--- src/rtl/trig_gen_pkg.sv ---
package trig_gen_pkg;
  // strobes from control to datapath
  typedef struct packed {
    logic bankSel;
    logic swapNow;
  } ctrl_t;

  // status from datapath to control
  typedef struct packed {
    logic wrapEdge;
    logic divTerm;
    logic activeZero;
  } stat_t;
endpackage

--- src/rtl/trig_gen_ctrl.sv ---
module trig_gen_ctrl
  import trig_gen_pkg::*;
(
  input  logic  clk,
  input  logic  rst,
  input  logic  swapReq,
  input  stat_t stat,
  output ctrl_t ctrl
);
  logic bankSel;
  logic swapPending;
  logic swapNow;

  // a swap lands on an emitted trigger, or at once when the phase is frozen
  assign swapNow = swapPending && (stat.activeZero || (stat.wrapEdge && stat.divTerm));

  always_ff @(posedge clk) begin
    if (rst) begin
      bankSel     <= 1'b0;
      swapPending <= 1'b0;
    end else begin
      bankSel     <= bankSel ^ swapNow;
      swapPending <= swapReq | (swapPending & ~swapNow);
    end
  end

  assign ctrl.bankSel = bankSel;
  assign ctrl.swapNow = swapNow;
endmodule

--- src/rtl/trig_gen_dp.sv ---
module trig_gen_dp
  import trig_gen_pkg::*;
#(
  parameter int ACC_W = 48,
  parameter int DLY_W = 4,
  parameter int DIV_W = 16
) (
  input  logic             clk,
  input  logic             rst,
  input  logic             cfgWr,
  input  logic [ACC_W-1:0] cfgTuning,
  input  logic [DIV_W-1:0] cfgDivisor,
  input  ctrl_t            ctrl,
  output stat_t            stat,
  output logic             trigValid,
  output logic [DLY_W-1:0] trigDelay
);
  localparam int MSB    = ACC_W - 1;
  localparam int BANKS  = 2;

  logic [ACC_W-1:0] tuneArr [BANKS];
  logic [DIV_W-1:0] divArr  [BANKS];

  // one register set per bank; only the idle one accepts writes
  for (genvar b = 0; b < BANKS; b++) begin : g_bank
    logic [ACC_W-1:0] tuneQ;
    logic [DIV_W-1:0] divQ;
    always_ff @(posedge clk) begin
      if (rst) begin
        tuneQ <= '0;
        divQ  <= '0;
      end else if (cfgWr && (ctrl.bankSel != 1'(b))) begin
        tuneQ <= cfgTuning;
        divQ  <= cfgDivisor;
      end
    end
    assign tuneArr[b] = tuneQ;
    assign divArr[b]  = divQ;
  end

  logic [ACC_W-1:0] phase;
  logic [ACC_W-1:0] phaseNext;
  logic [ACC_W-1:0] activeTune;
  logic [DIV_W-1:0] activeDiv;
  logic [DIV_W-1:0] divCnt;
  logic             wrapEdge;
  logic             divPass;
  logic             divTerm;
  logic             emit;

  assign activeTune = tuneArr[ctrl.bankSel];
  assign activeDiv  = divArr[ctrl.bankSel];
  assign phaseNext  = phase + activeTune;
  assign wrapEdge   = ~phase[MSB] & phaseNext[MSB];
  assign divPass    = (activeDiv <= DIV_W'(1));
  assign divTerm    = divPass || (divCnt == activeDiv - DIV_W'(1));
  assign emit       = wrapEdge && divTerm;

  always_ff @(posedge clk) begin
    if (rst) begin
      phase     <= '0;
      divCnt    <= '0;
      trigValid <= 1'b0;
      trigDelay <= '0;
    end else begin
      phase     <= phaseNext;
      trigValid <= emit;
      if (emit) trigDelay <= ~phaseNext[MSB-1 -: DLY_W];
      if (ctrl.swapNow)  divCnt <= '0;
      else if (wrapEdge) divCnt <= divTerm ? '0 : divCnt + DIV_W'(1);
    end
  end

  assign stat.wrapEdge   = wrapEdge;
  assign stat.divTerm    = divTerm;
  assign stat.activeZero = (activeTune == '0);
endmodule

--- src/rtl/trig_gen.sv ---
module trig_gen
  import trig_gen_pkg::*;
#(
  parameter int ACC_W = 48,
  parameter int DLY_W = 4,
  parameter int DIV_W = 16
) (
  input  logic             clk,
  input  logic             rst,
  input  logic             cfgWr,
  input  logic [ACC_W-1:0] cfgTuning,
  input  logic [DIV_W-1:0] cfgDivisor,
  input  logic             swapReq,
  output logic             trigValid,
  output logic [DLY_W-1:0] trigDelay,
  output logic             activeBank
);
  ctrl_t ctrlW;
  stat_t statW;

  trig_gen_ctrl u_ctrl (
    .clk    (clk),
    .rst    (rst),
    .swapReq(swapReq),
    .stat   (statW),
    .ctrl   (ctrlW)
  );

  trig_gen_dp #(.ACC_W(ACC_W), .DLY_W(DLY_W), .DIV_W(DIV_W)) u_dp (
    .clk       (clk),
    .rst       (rst),
    .cfgWr     (cfgWr),
    .cfgTuning (cfgTuning),
    .cfgDivisor(cfgDivisor),
    .ctrl      (ctrlW),
    .stat      (statW),
    .trigValid (trigValid),
    .trigDelay (trigDelay)
  );

  assign activeBank = ctrlW.bankSel;
endmodule

--- config.mk ---
export PLATFORM = sky130hd
export DESIGN_NAME = trig_gen
export DESIGN_NICKNAME = d
export VERILOG_FILES = /design/src/rtl/trig_gen_pkg.sv /design/src/rtl/trig_gen_ctrl.sv /design/src/rtl/trig_gen_dp.sv /design/src/rtl/trig_gen.sv
export SDC_FILE = /design/constraint.sdc
export NUM_CORES = 1
export LEC_CHECK = 0
export BUFFER_PORTS_ARGS = -buffer_cell sky130_fd_sc_hd__buf_4
export CAP_MARGIN = 10
export CORE_AREA = 5 5 141 143
export DETAILED_ROUTE_END_ITERATION = 10
export DIE_AREA = 0 0 146 148
export PLACE_DENSITY = 0.82
export RECOVER_POWER = 50
export SETUP_SLACK_MARGIN = 0.02
export SYNTH_ARGS = -nofsm -noshare
export SYNTH_HDL_FRONTEND = slang
export SYNTH_SLANG_ARGS = --single-unit
export TNS_END_PERCENT = 1
--- constraint.sdc ---
create_clock -name clk -period 5.6 [get_ports clk]
set_input_delay 0.28 -clock clk [delete_from_list [all_inputs] [get_ports clk]]
set_output_delay 0.28 -clock clk [all_outputs]
set_load 0.02 [all_outputs]
==> results_tabular.tex, run 1 <==
\begin{tabular}{lr}
\hline
Metric & Value \\
\hline
\multicolumn{2}{l}{\textbf{Setup path}} \\
Start-to-end type of the worst setup path & flip-flop to flip-flop \\
Data arrival time at the worst-slack endpoint & 4.94 ns \\
Critical path endpoint category & flip-flop \\
Startpoint kind of the worst setup timing path & flip-flop \\
Critical Path Fanout Max & 64 \\
Required time reported for the critical path endpoint & $\sim$6 ns \\
\multicolumn{2}{l}{\textbf{Flow run}} \\
Max-cap violations & 5 \\
\multicolumn{2}{l}{\textbf{Floorplan}} \\
Total number of placement rows & 50 \\
Chip Width & 146 µm \\
Die Area & $\sim$22000 µm² \\
Core Footprint & 18500 µm² \\
\# IOs & 74 \\
Vertical extent of the die & around 150 µm \\
Initial cell density of the core & roughly 60\% \\
\multicolumn{2}{l}{\textbf{Timing}} \\
Worst-Margin Slew & about 2.9 ns \\
Number of failing setup endpoints in the final timing report & 0 \\
Final hold viol count & 0 \\
Max-slew violation total from the final report & 221 \\
Worst slew slack as a fraction of its limit & -91.8\% \\
Share of the cycle needed by the critical path after routing & approximately four fifths \\
Hold Worst Slack & 0.0703 ns \\
Total negative slack for setup checks & 0 ns \\
Crit path time final & about 4.6 ns \\
Post-route clock skew & between 0.01 and 0.015 ns \\
Unrepaired setup endpoints after global routing & no \\
Maximum operating frequency & 0.219 GHz \\
Worst setup margin & around 1.0 ns \\
\multicolumn{2}{l}{\textbf{Route}} \\
Total via count in the routed design & 9883 \\
WL final & approximately 28000 µm \\
Number of violations reported at the end of detailed-routing iteration 0 & between 900 and 1k \\
Number of vias per cell after detailed routing & between 5 and 6 \\
Average wire length per cell after detail routing & 16.7 µm \\
TritonRoute pass-1 iters & 6 \\
Count of nets left with antenna violations after detail routing & 0 \\
DRC Markers & 0 \\
\multicolumn{2}{l}{\textbf{Pwr}} \\
Power per Cell Area & approximately 330 nW/µm² \\
Sw Pwr & between 1 and 1.5 mW \\
Portion of total power attributed to the clock network & 29.6\% \\
Sequential share of power & 41.7\% \\
Total internal power & 2.66 mW \\
Combinational share of power & 28.7\% \\
Maximum vdd ir drop & 0.233 mV \\
Post-layout total power & approximately 4 mW \\
Switching share of total power & 34.5\% \\
Static leakage power & $\sim$4.8 nW \\
\multicolumn{2}{l}{\textbf{CTS}} \\
Clock tree from TritonCTS & yes \\
Clock slew seen by the registers of the worst setup and hold paths & roughly 0.08 ns \\
Post-CTS Setup Inserts & 0 \\
Number of buffers created by CTS & 17 \\
Root Buffer & sky130\_fd\_sc\_hd\_\_clkbuf\_16 \\
Clock Path Buffers & 2 \\
Number of cells upsized or downsized after cts & 0 \\
Post-cts hold buffer count & 0 \\
CTS sink count & about 200 \\
Insertion delay of the later-clocked pin in the worst-skew pair & 0.44 ns \\
H-tree lvl count & 4 \\
\multicolumn{2}{l}{\textbf{Logic synthesis}} \\
Number of instances in the synthesized netlist & between 1k and 1.5k \\
Synth cell types & 73 \\
Main flop type after synthesis & sky130\_fd\_sc\_hd\_\_dfxtp\_1 \\
Net count of the mapped netlist & approximately 1.5k \\
Cell type with the highest aggregate area in the netlist & sky130\_fd\_sc\_hd\_\_dfxtp\_1 \\
Number of synthesized flops with an enable pin & 0 \\
Yosys synthesis warning count & 0 \\
Post-Synthesis Cell Area & around 11000 µm² \\
Area contributors post-synth & sky130\_fd\_sc\_hd\_\_dfxtp\_1 (36\%), sky130\_fd\_sc\_hd\_\_nand2\_1 (11\%), sky130\_fd\_sc\_hd\_\_a21oi\_1 (8.0\%), sky130\_fd\_sc\_hd\_\_ha\_1 (5.7\%), sky130\_fd\_sc\_hd\_\_mux2\_2 (5.0\%) \\
Per-instance average area after synthesis & between 7 and 8 µm² \\
Area share of the largest cell type after synthesis & between 30\% and 40\% \\
Number of register bits inferred by synthesis & slightly below 200 \\
Proportion of synthesized chip area in sequential cells & 36.1\% \\
Share of synthesized flip-flops with an asynchronous set or reset & 0\% \\
\multicolumn{2}{l}{\textbf{Placed design}} \\
Number of buffers added on ports & 73 \\
Final Wtd Congestion & approximately 0.96 \\
Detailed Place HPWL & just under 20000 µm \\
Setup Slack @ Placement & approximately 1.1 ns \\
\multicolumn{2}{l}{\textbf{Finish}} \\
Post-synthesis to final-layout area growth & 10.2\% \\
Fraction of the core area covered by cells at the end of the flow & between 60\% and 70\% \\
Most common cell after layout, fill and taps aside & sky130\_fd\_sc\_hd\_\_nand2\_1 \\
Most frequent cells in the layout & sky130\_fd\_sc\_hd\_\_nand2\_1 (315), sky130\_fd\_sc\_hd\_\_dfxtp\_1 (198), sky130\_fd\_sc\_hd\_\_a21oi\_1 (177) \\
Count of nets after finishing & $\sim$1.5k \\
N\_diodes & 0 \\
Share of layout cells above drive strength 1 & 12.6\% \\
\multicolumn{2}{l}{\textbf{GRT}} \\
Leftover overflow at the end of global routing & 0 \\
Overall Global Routing Usage & 25.6\% \\
Pin count of the biggest net entering global routing & between 70 and 80 \\
Global-route wire length before repair & about 46000 µm \\
Number of global-route vias before repair & 9663 \\
Antenna violations before repair & 0 \\
\multicolumn{2}{l}{\textbf{Hold path}} \\
Worst hold path class & primary input to flip-flop \\
\multicolumn{2}{l}{\textbf{Run status}} \\
Status & finished with violations \\
Violated checks & max-capacitance violations, max-slew violations \\
\hline
\end{tabular}
[stage by stage]
stage	std cells	area, µm²
3_3_place_gp	1625	11600
2_1_floorplan	1383	11000
4_1_cts	1657	12200
3_5_place_dp	1625	11600
5_1_grt	1657	12200
6_report	1657	12200
[routing by layer]
layer	track usage [%]	wire length [µm]	up-vias	share of wire, %
met3	4.48	1380	57	5.0
met4	10.4	735	0	2.7
met1	32.3	12200	4638	44
li1	-	-	4877	-
met5	0	0	-	0
met2	43.8	13300	311	48
[power by group through the flow]
stage / registers, mW / clock network [mW] / logic, mW
after floorplan: 1.67 / 0 / 0.904
after global placement: 1.72 / 0 / 1.12
after detailed placement: 1.72 / 0 / 1.15
after CTS: 1.70 / 1.22 / 1.16
after global routing: 1.72 / 1.28 / 1.28
final: 1.70 / 1.20 / 1.17
[final timing paths]
kind	slack, ns	endpoint	depth (start not counted)	startpoint
setup / recovery	1.03	u_dp.divCnt[2]	10	u_ctrl.bankSel
hold / removal	0.07	u_ctrl.swapPending	2	swapReq
setup reg to reg	1.03	u_dp.divCnt[2]	10	u_ctrl.bankSel
hold reg to reg	0.45	u_dp.g_bank[1].tuneQ[12]	2	u_dp.g_bank[1].tuneQ[12]
[layout make-up]
| cell class | instances | area (µm²) |
|---|---|---|
| multi-input cells | 1087 | 6650 |
| fillers | 1538 | 6290 |
| flip-flops and latches | 199 | 3990 |
| repair buffers | 81 | 574 |
| clock buffers | 18 | 429 |
| well taps | 234 | 293 |
| clock inverters | 14 | 139 |
| inverters | 24 | 90.1 |
[flip-flops by register name (all words and copies together) (netlist names)]
name / flops
u_dp.trigDelay: 4
u_dp.g_bank.divQ: 32
u_dp.g_bank.tuneQ: 96
u_dp.trigValid: 1
u_ctrl.swapPending: 1
u_ctrl.bankSel: 1
u_dp.divCnt: 16
u_dp.phase: 48
[logic make-up after synthesis]
logic type	Yosys count	synth area share, %
AOI/OAI and AO/OA	327	18.5
muxes	69	6.81
DFF	199	36.1
and+or+nand+nor	565	23.1
xor gates and xnor gates	75	5.95
buffers and inverters	97	3.69
adders and majority gates	51	5.85
[synthesized netlist by cell type (all sizes together) (7+ instances only)]
cell and number:
a211oi 11, a21o 24, a21oi 179, a31oi 9
and2 7, and3 7, buf 24, clkbuf 49
dfxtp 199, ha 50, inv 24, mux2 49
mux2i 20, nand2 315, nand3 19, nand4 18
nor2 98, nor2b 10, nor3 35, nor4 20
o21a 9, o21ai 38, o21bai 8, or3 8
xnor2 49, xor2 26
[worst max-delay path, stage by stage (launching register included)]
cell and delay, ns:
sky130_fd_sc_hd__dfxtp_4 0.93, sky130_fd_sc_hd__mux2_2 0.45, sky130_fd_sc_hd__ha_1 0.46, sky130_fd_sc_hd__nand4_1 0.17, sky130_fd_sc_hd__or3_1 0.40, sky130_fd_sc_hd__a2111oi_2 0.48
sky130_fd_sc_hd__o21ai_1 0.20, sky130_fd_sc_hd__a211oi_4 0.64, sky130_fd_sc_hd__nor2_4 0.14, sky130_fd_sc_hd__or2_4 0.40, sky130_fd_sc_hd__nor2_1 0.14
Note: power is estimated with default switching activity, not from simulation.
==> run 2, diff against run 1 <==
Clock period 5.6 ns to 4.35 ns, I/O delays scaled along.
==> results_tabular.tex, run 2 (synthesized netlist as in run 1, its figures left out) <==
\begin{tabular}{lr}
\hline
Metric & Value \\
\hline
\multicolumn{2}{l}{\textbf{Finish}} \\
Post-synthesis to final-layout area growth & 11.9\% \\
Top flop regs & u\_dp.g\_bank.tuneQ: 96 flops, u\_dp.phase: 48 flops, u\_dp.g\_bank.divQ: 32 flops \\
N\_diodes & 0 (unchanged) \\
Fraction of the core area covered by cells at the end of the flow & 67.0\% (+1.1 points) \\
Flip-flop count of the largest register after layout & 96 (unchanged) \\
Largest Register & u\_dp.g\_bank.tuneQ \\
Share of layout cells above drive strength 1 & 13.9\% (+1.2 points) \\
Most common cell after layout, fill and taps aside & sky130\_fd\_sc\_hd\_\_nand2\_1 \\
Count of nets after finishing & 1539 (+0.65\%) \\
Most frequent cells in the layout & sky130\_fd\_sc\_hd\_\_nand2\_1 (313), sky130\_fd\_sc\_hd\_\_dfxtp\_1 (198), sky130\_fd\_sc\_hd\_\_a21oi\_1 (177) \\
\multicolumn{2}{l}{\textbf{Timing}} \\
Number of failing setup endpoints in the final timing report & 0 (unchanged) \\
Total negative slack for setup checks & 0 ns (unchanged) \\
Maximum operating frequency & 0.246 GHz (+12\%) \\
Share of the cycle needed by the critical path after routing & 93.6\% (+12 points) \\
Final hold viol count & 0 (unchanged) \\
Worst-Margin Slew & 1.63 ns (-1.25 ns) \\
Post-route clock skew & 0.00997 ns (-0.00142 ns) \\
Worst slew slack as a fraction of its limit & -9.11\% (+83 points) \\
Crit path time final & 4.07 ns (-0.497 ns) \\
Unrepaired setup endpoints after global routing & yes \\
Max-slew violation total from the final report & 32 (-86\%) \\
\multicolumn{2}{l}{\textbf{CTS}} \\
Root Buffer & sky130\_fd\_sc\_hd\_\_clkbuf\_16 \\
Insertion delay of the later-clocked pin in the worst-skew pair & 0.44 ns (about the same) \\
Number of buffers created by CTS & 17 (unchanged) \\
Clock tree from TritonCTS & yes \\
CTS sink count & 199 (unchanged) \\
H-tree lvl count & 4 (unchanged) \\
Clock slew seen by the registers of the worst setup and hold paths & 0.08 ns (about the same) \\
Clock Path Buffers & 2 (unchanged) \\
\multicolumn{2}{l}{\textbf{Hold path}} \\
Worst hold path class & primary input to flip-flop \\
\multicolumn{2}{l}{\textbf{Setup path}} \\
Required time reported for the critical path endpoint & 4.69 ns (-1.29 ns) \\
Startpoint kind of the worst setup timing path & flip-flop \\
Top cell by count, worst path & sky130\_fd\_sc\_hd\_\_mux2\_2 \\
Terminus of the critical flop-to-flop path & u\_dp.phase[40] \\
Critical path endpoint category & flip-flop \\
Start-to-end type of the worst setup path & flip-flop to flip-flop \\
Ordered cell list for the critical path & buf\_4 -> mux2\_2 -> ha\_1 -> a211oi\_1 -> nor2\_1 -> or4\_1 -> a31oi\_2 -> a311oi\_2 -> a21oi\_2 -> o211ai\_1 -> a41oi\_1 -> mux2\_2 \\
Critical Path Fanout Max & 27 (-58\%) \\
Delay of the slowest critical-path stage & 0.62 ns (-0.31 ns) \\
Critical path startpoint & u\_ctrl.bankSel \\
End point of the critical path & u\_dp.phase[40] \\
Startpoint of the worst register-to-register path & u\_ctrl.bankSel \\
Register-to-register path setup slack & 0.28 ns (-0.75 ns) \\
Slowest stage cell on the critical path & sky130\_fd\_sc\_hd\_\_dfxtp\_4 \\
Count of cells along the worst register-to-register path & 12 (+2) \\
Data arrival time at the worst-slack endpoint & 4.41 ns (-0.53 ns) \\
\multicolumn{2}{l}{\textbf{Run status}} \\
Violated checks & max-capacitance violations, max-slew violations \\
Status & finished with violations \\
\multicolumn{2}{l}{\textbf{GRT}} \\
Overall Global Routing Usage & 25.9\% (+0.21 points) \\
Antenna violations before repair & 0 (unchanged) \\
Number of global-route vias before repair & 9612 (-0.53\%) \\
Pin count of the biggest net entering global routing & 80 (+1.3\%) \\
Global-route wire length before repair & 46600 µm (+0.12\%) \\
Leftover overflow at the end of global routing & 0 (unchanged) \\
\multicolumn{2}{l}{\textbf{Floorplan}} \\
Die Area & 21600 µm² (unchanged) \\
Total number of placement rows & 50 (unchanged) \\
Initial cell density of the core & 59.8\% (unchanged) \\
\# IOs & 74 (unchanged) \\
Vertical extent of the die & 148 µm (unchanged) \\
Core Footprint & 18500 µm² (unchanged) \\
Chip Width & 146 µm (unchanged) \\
\multicolumn{2}{l}{\textbf{Placed design}} \\
Number of buffers added on ports & 73 (unchanged) \\
Detailed Place HPWL & 19600 µm (+1.6\%) \\
Final Wtd Congestion & 0.927 (-3.6\%) \\
\multicolumn{2}{l}{\textbf{Route}} \\
WL final & 28400 µm (+2.8\%) \\
DRC Markers & 0 (unchanged) \\
Number of violations reported at the end of detailed-routing iteration 0 & 934 (+2.0\%) \\
Count of nets left with antenna violations after detail routing & 0 (unchanged) \\
Number of vias per cell after detailed routing & 6.04 (+1.3\%) \\
Total via count in the routed design & 10.1k (+1.9\%) \\
Average wire length per cell after detail routing & 17.0 µm (+2.2\%) \\
TritonRoute pass-1 iters & 6 (unchanged) \\
\multicolumn{2}{l}{\textbf{Pwr}} \\
Power per Cell Area & 439 nW/µm² (+31\%) \\
Maximum vdd ir drop & 0.299 mV (+28\%) \\
Static leakage power & 4.92 nW (+2.3\%) \\
\multicolumn{2}{l}{\textbf{Flow run}} \\
Max-cap violations & 1 (-4) \\
\hline
\end{tabular}
[run 2: worst min-delay path by stage]
stage	startpoint	to	slack, ns	cells after the start
after CTS	cfgDivisor[8]	u_dp.g_bank[0].divQ[8]	0.02	3
after floorplan	swapReq	u_ctrl.swapPending	0.34	1
final	cfgTuning[37]	u_dp.g_bank[1].tuneQ[37]	0.03	3
after global routing	cfgDivisor[12]	u_dp.g_bank[1].divQ[12]	0.02	3
after detailed placement	u_dp.g_bank[1].tuneQ[16]	u_dp.g_bank[1].tuneQ[16]	0.44	2
after global placement	u_dp.g_bank[1].tuneQ[46]	u_dp.g_bank[1].tuneQ[46]	0.44	2
[run 2: worst max-delay path, delay by kind of cell, from the launching register on]
kind | cells | cell delay, ns
compound gates | 6 | 1.55
flops | 1 | 0.62
fa+ha+maj | 1 | 0.23
simple gates | 2 | 0.62
buf+inv | 1 | 0.23
mux | 2 | 0.71
[run 2: metal layers]
layer | vias to the layer above | wire [µm] | track usage (%)
met1 | 4716 | 12100 | 33.5
met2 | 386 | 13700 | 43.8
met4 | 0 | 719 | 8.47
li1 | 4898 | - | -
met3 | 74 | 1850 | 4.84
met5 | - | 0 | 0
[run 2: timing repair]
action                                 in CTS  in global routing
gates resized for setup                     0                  1
buffers inserted                            0                  0
hold buffers                                1                  0
setup endpoints to repair                   0                  5
endpoints found under the hold margin       1                  0
[run 2: per-stage QoR]
step / hold WS, ns / instances / total power, mW / area, µm² / setup slack, ns
5_1_grt: 0.0195 / 1667 / 5.70 / 12400 / 0.0208
3_5_place_dp: 0.443 / 1634 / 3.73 / 11700 / 0.320
6_report: 0.0262 / 1667 / 5.43 / 12400 / 0.280
4_1_cts: 0.0171 / 1667 / 5.42 / 12400 / 0.320
2_1_floorplan: 0.342 / 1383 / 3.32 / 11000 / 0.164
3_3_place_gp: 0.439 / 1634 / 3.68 / 11700 / 0.416
[run 2: power by group]
part	total [mW]	internal [mW]	leakage (nW)	switching [mW]
combinational	1.56	0.618	3.00	0.944
sequential	2.16	2.03	1.62	0.135
clock	1.71	0.964	0.300	0.743
[run 2: layout make-up]
| class | count | area (µm²) |
|---|---|---|
| multi-input combinational | 1087 | 6670 |
| fill | 1498 | 6100 |
| sequential | 199 | 3990 |
| timing repair buffer | 91 | 687 |
| clock buffer | 21 | 470 |
| tap | 234 | 293 |
| clock inverter | 11 | 161 |
| inverter | 24 | 90.1 |
